$ cat src/rtl/rfr_pkg.sv
package rfr_pkg;
  // integer ceiling of a/b for positive operands
  function automatic int ceil_div(int a, int b);
    return (a + b - 1) / b;
  endfunction

  // bits needed to hold values 0 .. n-1
  function automatic int span_bits(int n);
    return (n < 2) ? 1 : $clog2(n);
  endfunction
endpackage

$ cat src/rtl/rfr_phase_ctrl.sv
module rfr_phase_ctrl #(
  parameter int UP      = 3,
  parameter int DOWN    = 2,
  parameter int PW      = 3,
  parameter int USE_REQ = 0
) (
  input  logic          clk,
  input  logic          rst_n,
  input  logic          valid_i,
  input  logic          hold_v,
  input  logic          drain,
  output logic          ready_o,
  output logic          take,
  output logic          fire,
  output logic [PW-1:0] phase_q
);
  localparam logic [PW-1:0] UP_P = PW'(UP);
  localparam logic [PW-1:0] DN_P = PW'(DOWN);
  localparam logic [PW:0]   UP_W = (PW+1)'(UP);

  logic          below;      // current input still owes an output
  logic          slot_free;  // holding register can take a result now
  logic          slot_sure;  // slot free without looking at req_i
  logic [PW:0]   reach;      // phase after this cycle's output
  logic [PW-1:0] phase_nx;

  assign below     = phase_q < UP_P;
  assign slot_free = !hold_v || drain;
  assign slot_sure = (USE_REQ == 0) || !hold_v;
  assign reach     = {1'b0, phase_q} + (PW+1)'(DOWN);
  assign fire      = below && slot_free;
  assign ready_o   = !below || ((reach >= UP_W) && slot_sure);
  assign take      = valid_i && ready_o;

  always_comb begin
    phase_nx = phase_q;
    if (fire) phase_nx = phase_nx + DN_P;
    if (take) phase_nx = phase_nx - UP_P;
  end

  always_ff @(posedge clk) begin
    if (!rst_n) phase_q <= UP_P;
    else        phase_q <= phase_nx;
  end
endmodule

$ cat src/rtl/rfr_tap_line.sv
module rfr_tap_line #(
  parameter int DW  = 16,
  parameter int NPH = 4
) (
  input  logic                 clk,
  input  logic                 rst_n,
  input  logic                 shift,
  input  logic signed [DW-1:0] din,
  output logic signed [DW-1:0] taps [NPH]
);
  always_ff @(posedge clk) begin
    if (!rst_n) begin
      for (int i = 0; i < NPH; i++) taps[i] <= '0;
    end else if (shift) begin
      taps[0] <= din;
      for (int i = 1; i < NPH; i++) taps[i] <= taps[i-1];
    end
  end
endmodule

$ cat src/rtl/rfr_branch_mac.sv
module rfr_branch_mac #(
  parameter int UP    = 3,
  parameter int NTAPS = 12,
  parameter int NPH   = 4,
  parameter int DW    = 16,
  parameter int CW    = 16,
  parameter int PW    = 3,
  parameter logic signed [CW-1:0] COEFS [NTAPS] = '{default: '0}
) (
  input  logic [PW-1:0]        phase,
  input  logic signed [DW-1:0] taps [NPH],
  output logic signed [DW-1:0] y
);
  localparam int PRW = DW + CW;
  localparam int AW  = PRW + $clog2(NPH) + 1;

  function automatic logic signed [CW-1:0] tap_coef(int k);
    return (k < NTAPS) ? COEFS[k] : '0;
  endfunction

  // floor by dropping CW fraction bits, wrap by keeping DW bits
  function automatic logic signed [DW-1:0] floor_wrap(logic signed [AW-1:0] a);
    return DW'(a >>> CW);
  endfunction

  logic signed [PRW-1:0] prod [NPH];
  logic signed [AW-1:0]  acc;

  generate
    for (genvar i = 0; i < NPH; i++) begin : g_branch
      logic signed [CW-1:0] c;
      always_comb begin
        c = '0;
        for (int p = 0; p < UP; p++)
          if (phase == PW'(p)) c = tap_coef(p + i * UP);
      end
      assign prod[i] = PRW'(taps[i]) * PRW'(c);
    end
  endgenerate

  always_comb begin
    acc = '0;
    for (int i = 0; i < NPH; i++) acc = acc + AW'(prod[i]);
  end

  assign y = floor_wrap(acc);
endmodule

$ cat src/rtl/rfr_out_hold.sv
module rfr_out_hold #(
  parameter int DW      = 16,
  parameter int USE_REQ = 0
) (
  input  logic                 clk,
  input  logic                 rst_n,
  input  logic                 fire,
  input  logic signed [DW-1:0] result,
  input  logic                 req_i,
  output logic                 hold_v,
  output logic                 drain,
  output logic signed [DW-1:0] data_o,
  output logic                 valid_o
);
  assign drain   = req_i || (USE_REQ == 0);
  assign valid_o = hold_v && drain;

  always_ff @(posedge clk) begin
    if (!rst_n) begin
      hold_v <= 1'b0;
      data_o <= '0;
    end else if (fire) begin
      hold_v <= 1'b1;
      data_o <= result;
    end else if (drain) begin
      hold_v <= 1'b0;
    end
  end
endmodule

$ cat src/rtl/rate_conv_fir.sv
module rate_conv_fir #(
  parameter int UP      = 3,
  parameter int DOWN    = 2,
  parameter int NTAPS   = 12,
  parameter int DW      = 16,
  parameter int CW      = 16,
  parameter int USE_REQ = 0,
  parameter logic signed [CW-1:0] COEFS [NTAPS] = '{
    16'sd6000, -16'sd9000, 16'sd18000, 16'sd30000, 16'sd32000, 16'sd24000,
    16'sd24000, 16'sd32000, 16'sd30000, 16'sd18000, -16'sd9000, 16'sd6000}
) (
  input  logic                 clk,
  input  logic                 rst_n,
  input  logic signed [DW-1:0] data_i,
  input  logic                 valid_i,
  output logic                 ready_o,
  input  logic                 req_i,
  output logic signed [DW-1:0] data_o,
  output logic                 valid_o
);
  localparam int NPH = rfr_pkg::ceil_div(NTAPS, UP);
  localparam int PW  = rfr_pkg::span_bits(UP + DOWN);

  // internal events, named for the bound checker
  logic                 fire;
  logic                 take;
  logic                 hold_v;
  logic                 drain;
  logic [PW-1:0]        phase_q;
  logic signed [DW-1:0] taps [NPH];
  logic signed [DW-1:0] mac_y;

  rfr_phase_ctrl #(.UP(UP), .DOWN(DOWN), .PW(PW), .USE_REQ(USE_REQ)) u_phase (
    .clk(clk), .rst_n(rst_n), .valid_i(valid_i), .hold_v(hold_v),
    .drain(drain), .ready_o(ready_o), .take(take), .fire(fire),
    .phase_q(phase_q));

  rfr_tap_line #(.DW(DW), .NPH(NPH)) u_line (
    .clk(clk), .rst_n(rst_n), .shift(take), .din(data_i), .taps(taps));

  rfr_branch_mac #(.UP(UP), .NTAPS(NTAPS), .NPH(NPH), .DW(DW), .CW(CW),
                   .PW(PW), .COEFS(COEFS)) u_mac (
    .phase(phase_q), .taps(taps), .y(mac_y));

  rfr_out_hold #(.DW(DW), .USE_REQ(USE_REQ)) u_hold (
    .clk(clk), .rst_n(rst_n), .fire(fire), .result(mac_y), .req_i(req_i),
    .hold_v(hold_v), .drain(drain), .data_o(data_o), .valid_o(valid_o));
endmodule

$ cat config.mk
export PLATFORM = sky130hd
export DESIGN_NAME = rate_conv_fir
export DESIGN_NICKNAME = d
export VERILOG_FILES = /design/src/rtl/rfr_pkg.sv /design/src/rtl/rfr_phase_ctrl.sv /design/src/rtl/rfr_tap_line.sv /design/src/rtl/rfr_branch_mac.sv /design/src/rtl/rfr_out_hold.sv /design/src/rtl/rate_conv_fir.sv
export SDC_FILE = /design/constraint.sdc
export NUM_CORES = 2
export LEC_CHECK = 0
export ABC_AREA = 1
export ABC_CLOCK_PERIOD_IN_PS = 10000
export BUFFER_PORTS_ARGS = -buffer_cell sky130_fd_sc_hd__buf_2
export CAP_MARGIN = 20
export CORE_ASPECT_RATIO = 1.1
export CORE_MARGIN = 4
export CORE_UTILIZATION = 56
export CTS_CLUSTER_DIAMETER = 200
export DETAILED_ROUTE_END_ITERATION = 10
export GPL_TIMING_DRIVEN = 0
export PLACE_DENSITY = 0.73
export SLEW_MARGIN = 5
export SYNTH_ARGS = -nofsm -noshare
export SYNTH_HDL_FRONTEND = slang
export SYNTH_SLANG_ARGS = --single-unit
$ cat constraint.sdc
create_clock -name clk -period 10 [get_ports clk]
set_input_delay 0 -clock clk [delete_from_list [all_inputs] [get_ports clk]]
set_output_delay 0 -clock clk [all_outputs]
set_load 0.02 [all_outputs]
==> results_dict.tcl <==
set metrics [dict create \
    grt-ovfl-total 0 \
    period_needed_ns 9.78 \
    vias 21800 \
    hold_violations 0 \
    dieArea_um2 57700 \
    cts.sinks 84 \
    rows 89 \
    start_kind "flip-flop" \
    cp_slowest_cell "nor2_1" \
    status "complete, no violations" \
    ys_top_cells_by_area "fa_1 (51%), inv_1 (15%), ha_1 (15%)" \
    synth_area_per_cell_um2 8.96 \
    relSlewSlack 0.219 \
    synth_top_area_frac 0.506 \
    clock.fmax_ghz 0.102 \
    grt_pass1_wl_um 134000 \
    wl_per_cell_um 20.6 \
    max_cap_violations 0 \
    synth-async-reset-ratio 0 \
    htree_levels 3 \
    viasPerCell 5.21 \
    whs_ns 0.0316 \
    finalNetCount 4582 \
    cp_data_arrival_time_ns 10.07 \
    fin_area_um2 31800 \
    dieWidth_um 229 \
    cts_tree "yes" \
    holdCritStartpoint "data_i[4]" \
    seq_area_um2 1680 \
    fin_util 0.594 \
    dpl.hpwl_um 76200 \
    fin_crit_sh 0.978 \
    start_util 0.564 \
    worstMarginPinSlew_ns 1.17 \
    clk_pin_slew_ns 0.08 \
    antenna_found_initial 0 \
    reg2regPathDepth 29 \
    worstReg2RegStart "u_phase.phase_q[1]$_SDFF_PN1_" \
    antenna_cells 0 \
    ys_types 39 \
    clockBufferDepth 2 \
    critPathRequiredTime_ns 10.28 \
    yosysSeqAreaShare 0.0557 \
    drc 0 \
    drt_iter0_markers 1823 \
    drive_gt1_frac 0.0282 \
    synth_area_um2 30200 \
    synth_warnings 0 \
    routed_wl_um 86100 \
    yosys.area.top_type "fa_1" \
    synth_edf_count 0 \
    cts_root_buf "clkbuf_16" \
    critPathCaptureType "flip-flop" \
    multiInputGateArea_um2 23800 \
    dr.pass1.iters 5 \
    crit_type "flip-flop to flip-flop" \
    max_stage_delay_ns 0.69 \
    whs_endpoint "u_line.taps[52]$_SDFFE_PN0P_" \
    synthFlopType "dfxtp_1" \
    grt_pass1_vias 23100 \
    setup_tns_ns 0 \
    ios 38 \
    core_area_um2 53600 \
    filler_cell_count 4691 \
    cpMostUsedCell "fa_1" \
    synthToLayoutAreaGrowth_pct 5.37 \
    maxSlewViolCount 0 \
    port_buffers 35 \
    hold_path_depth 3 \
    skew_ns 0.0148 \
    min_path_type "input port to flip-flop" \
    reg2reg_setup_slack_ns 0.22 \
    gp_congestion 0.993 \
    clk_latency_ns 0.39 \
    grt_max_degree 16 \
    synth_cells 3372 \
    track_usage 0.312 \
    r2r-end "u_hold.data_o[15]$_SDFFE_PN0P_" \
    placed_cell_area_um2 31300 \
    postRouteAntennaNets 0 \
    crit_fanout 10 \
    synth_seq_cells 84 \
    cts_buffers 9 \
    setup_viol 0 \
    die_h_um 252 \
]
==> what timing repair did <==
item                                   4_1_cts  5_1_grt
endpoints found under the hold margin       13        0
setup buffers                                0        2
pin swaps                                    0        1
hold buffers                                13        0
gates resized for setup                      5       19
setup endpoints to repair                    2        9
gates cloned                                 0        0
==> critical path: cells and delay by family, from the launching register on <==
kind | cells | cell delay (ns)
flip-flops | 1 | 0.60
AND/OR/NAND/NOR | 12 | 2.50
buffers and inverters | 6 | 1.27
adder cells (fa/ha/maj) | 11 | 5.28
==> synth_stat cells, types with 4 or more instances <==
cell      instances
buf_1             9
a21o_1            4
fa_1            764
o211ai_1          4
o21ai_0          94
buf_2             7
clkbuf_1         44
a21oi_1         109
nor2_1          296
dfxtp_1          84
inv_2             7
or2_2             4
inv_1          1197
ha_1            359
o21bai_1          4
nor3_1           10
nand2_1         282
nand4_1           5
nand3_1          37
xnor2_1          14
xor2_1           13
==> cell families after synthesis <==
logic type      count (synthesis)  synth area share
compound gates                227            0.0394
flops                          84            0.0557
xor+xnor                       27           0.00783
simple gates                  643            0.0841
buf+inv                      1266             0.158
other cells                     2          0.000249
fa+ha+maj                    1123             0.655
==> cell type report <==
| cell class | count | area share |
|---|---|---|
| Inverter | 1205 | 0.142 |
| Clock inverter | 6 | 0.00149 |
| Timing Repair Buffer | 55 | 0.0121 |
| Sequential cell | 84 | 0.0528 |
| Multi-Input combinational cell | 2023 | 0.748 |
| Tap cell | 728 | 0.0286 |
| Buffer | 61 | 0.00814 |
| Clock buffer | 10 | 0.00719 |
==> state kept, by name, indices dropped and copies added (netlist names) <==
register         flops
u_phase.phase_q      3
u_hold.hold_v        1
u_line.taps         64
u_hold.data_o       16
==> per-layer routing <==
| metal | track usage | part of all wire | vias up |
|---|---|---|---|
| li1 | - | - | 9696 |
| met1 | 0.396 | 0.38 | 11000 |
| met2 | 0.522 | 0.48 | 852 |
| met3 | 0.0470 | 0.069 | 215 |
| met4 | 0.164 | 0.067 | 0 |
| met5 | 0 | 0 | - |
==> per-stage QoR <==
| stage | setup slack [ns] | cells |
|---|---|---|
| final | 0.217 | 4172 |
| after global routing | -0.0123 | 4172 |
| after CTS | 0.0142 | 4169 |
| after detailed placement | -0.308 | 4140 |
| after global placement | -0.686 | 4136 |
| after floorplan | 1.84 | 3373 |
==> how the worst max path moves through the flow <==
stage | start | end | slack (ns) | cells after the start
after floorplan | u_phase.phase_q[0]$_SDFFE_PN1P_ | u_hold.data_o[15]$_SDFFE_PN0P_ | 1.84 | 33
after global placement | u_phase.phase_q[1]$_SDFF_PN1_ | u_hold.data_o[15]$_SDFFE_PN0P_ | -0.69 | 28
after detailed placement | u_phase.phase_q[1]$_SDFF_PN1_ | u_hold.data_o[15]$_SDFFE_PN0P_ | -0.31 | 34
after CTS | u_phase.phase_q[1]$_SDFF_PN1_ | u_hold.data_o[15]$_SDFFE_PN0P_ | 0.01 | 34
after global routing | u_phase.phase_q[1]$_SDFF_PN1_ | u_hold.data_o[15]$_SDFFE_PN0P_ | -0.01 | 34
final | u_phase.phase_q[1]$_SDFF_PN1_ | u_hold.data_o[15]$_SDFFE_PN0P_ | 0.22 | 29
==> placed cells by master (no fill, tap or decap), types with 2 or more instances in the layout <==
| cell type | n |
|---|---|
| nand2_1 | 280 |
| nor2_2 | 4 |
| clkbuf_16 | 9 |
| o21ai_1 | 3 |
| nand4_1 | 5 |
| nor3_1 | 9 |
| dfxtp_1 | 84 |
| nand2_2 | 3 |
| or2_1 | 2 |
| nand3_1 | 37 |
| a21o_1 | 4 |
| o21ai_0 | 94 |
| or2_2 | 4 |
| fa_1 | 763 |
| clkbuf_2 | 6 |
| nand3b_1 | 2 |
| buf_8 | 3 |
| o211ai_1 | 4 |
| dlygate4sd3_1 | 13 |
| buf_1 | 6 |
| xnor2_1 | 14 |
| o21bai_1 | 4 |
| a21oi_1 | 109 |
| buf_4 | 4 |
| ha_1 | 359 |
| xor2_1 | 13 |
| nor2_1 | 292 |
| buf_2 | 42 |
| inv_2 | 7 |
| clkinv_4 | 2 |
| clkbuf_1 | 40 |
| inv_1 | 1197 |
| a31oi_1 | 3 |
| inv_6 | 2 |
| conb_1 | 3 |
Power is not shown: default switching activity piles up to over one toggle a cycle in this logic, so the estimate is an artifact.
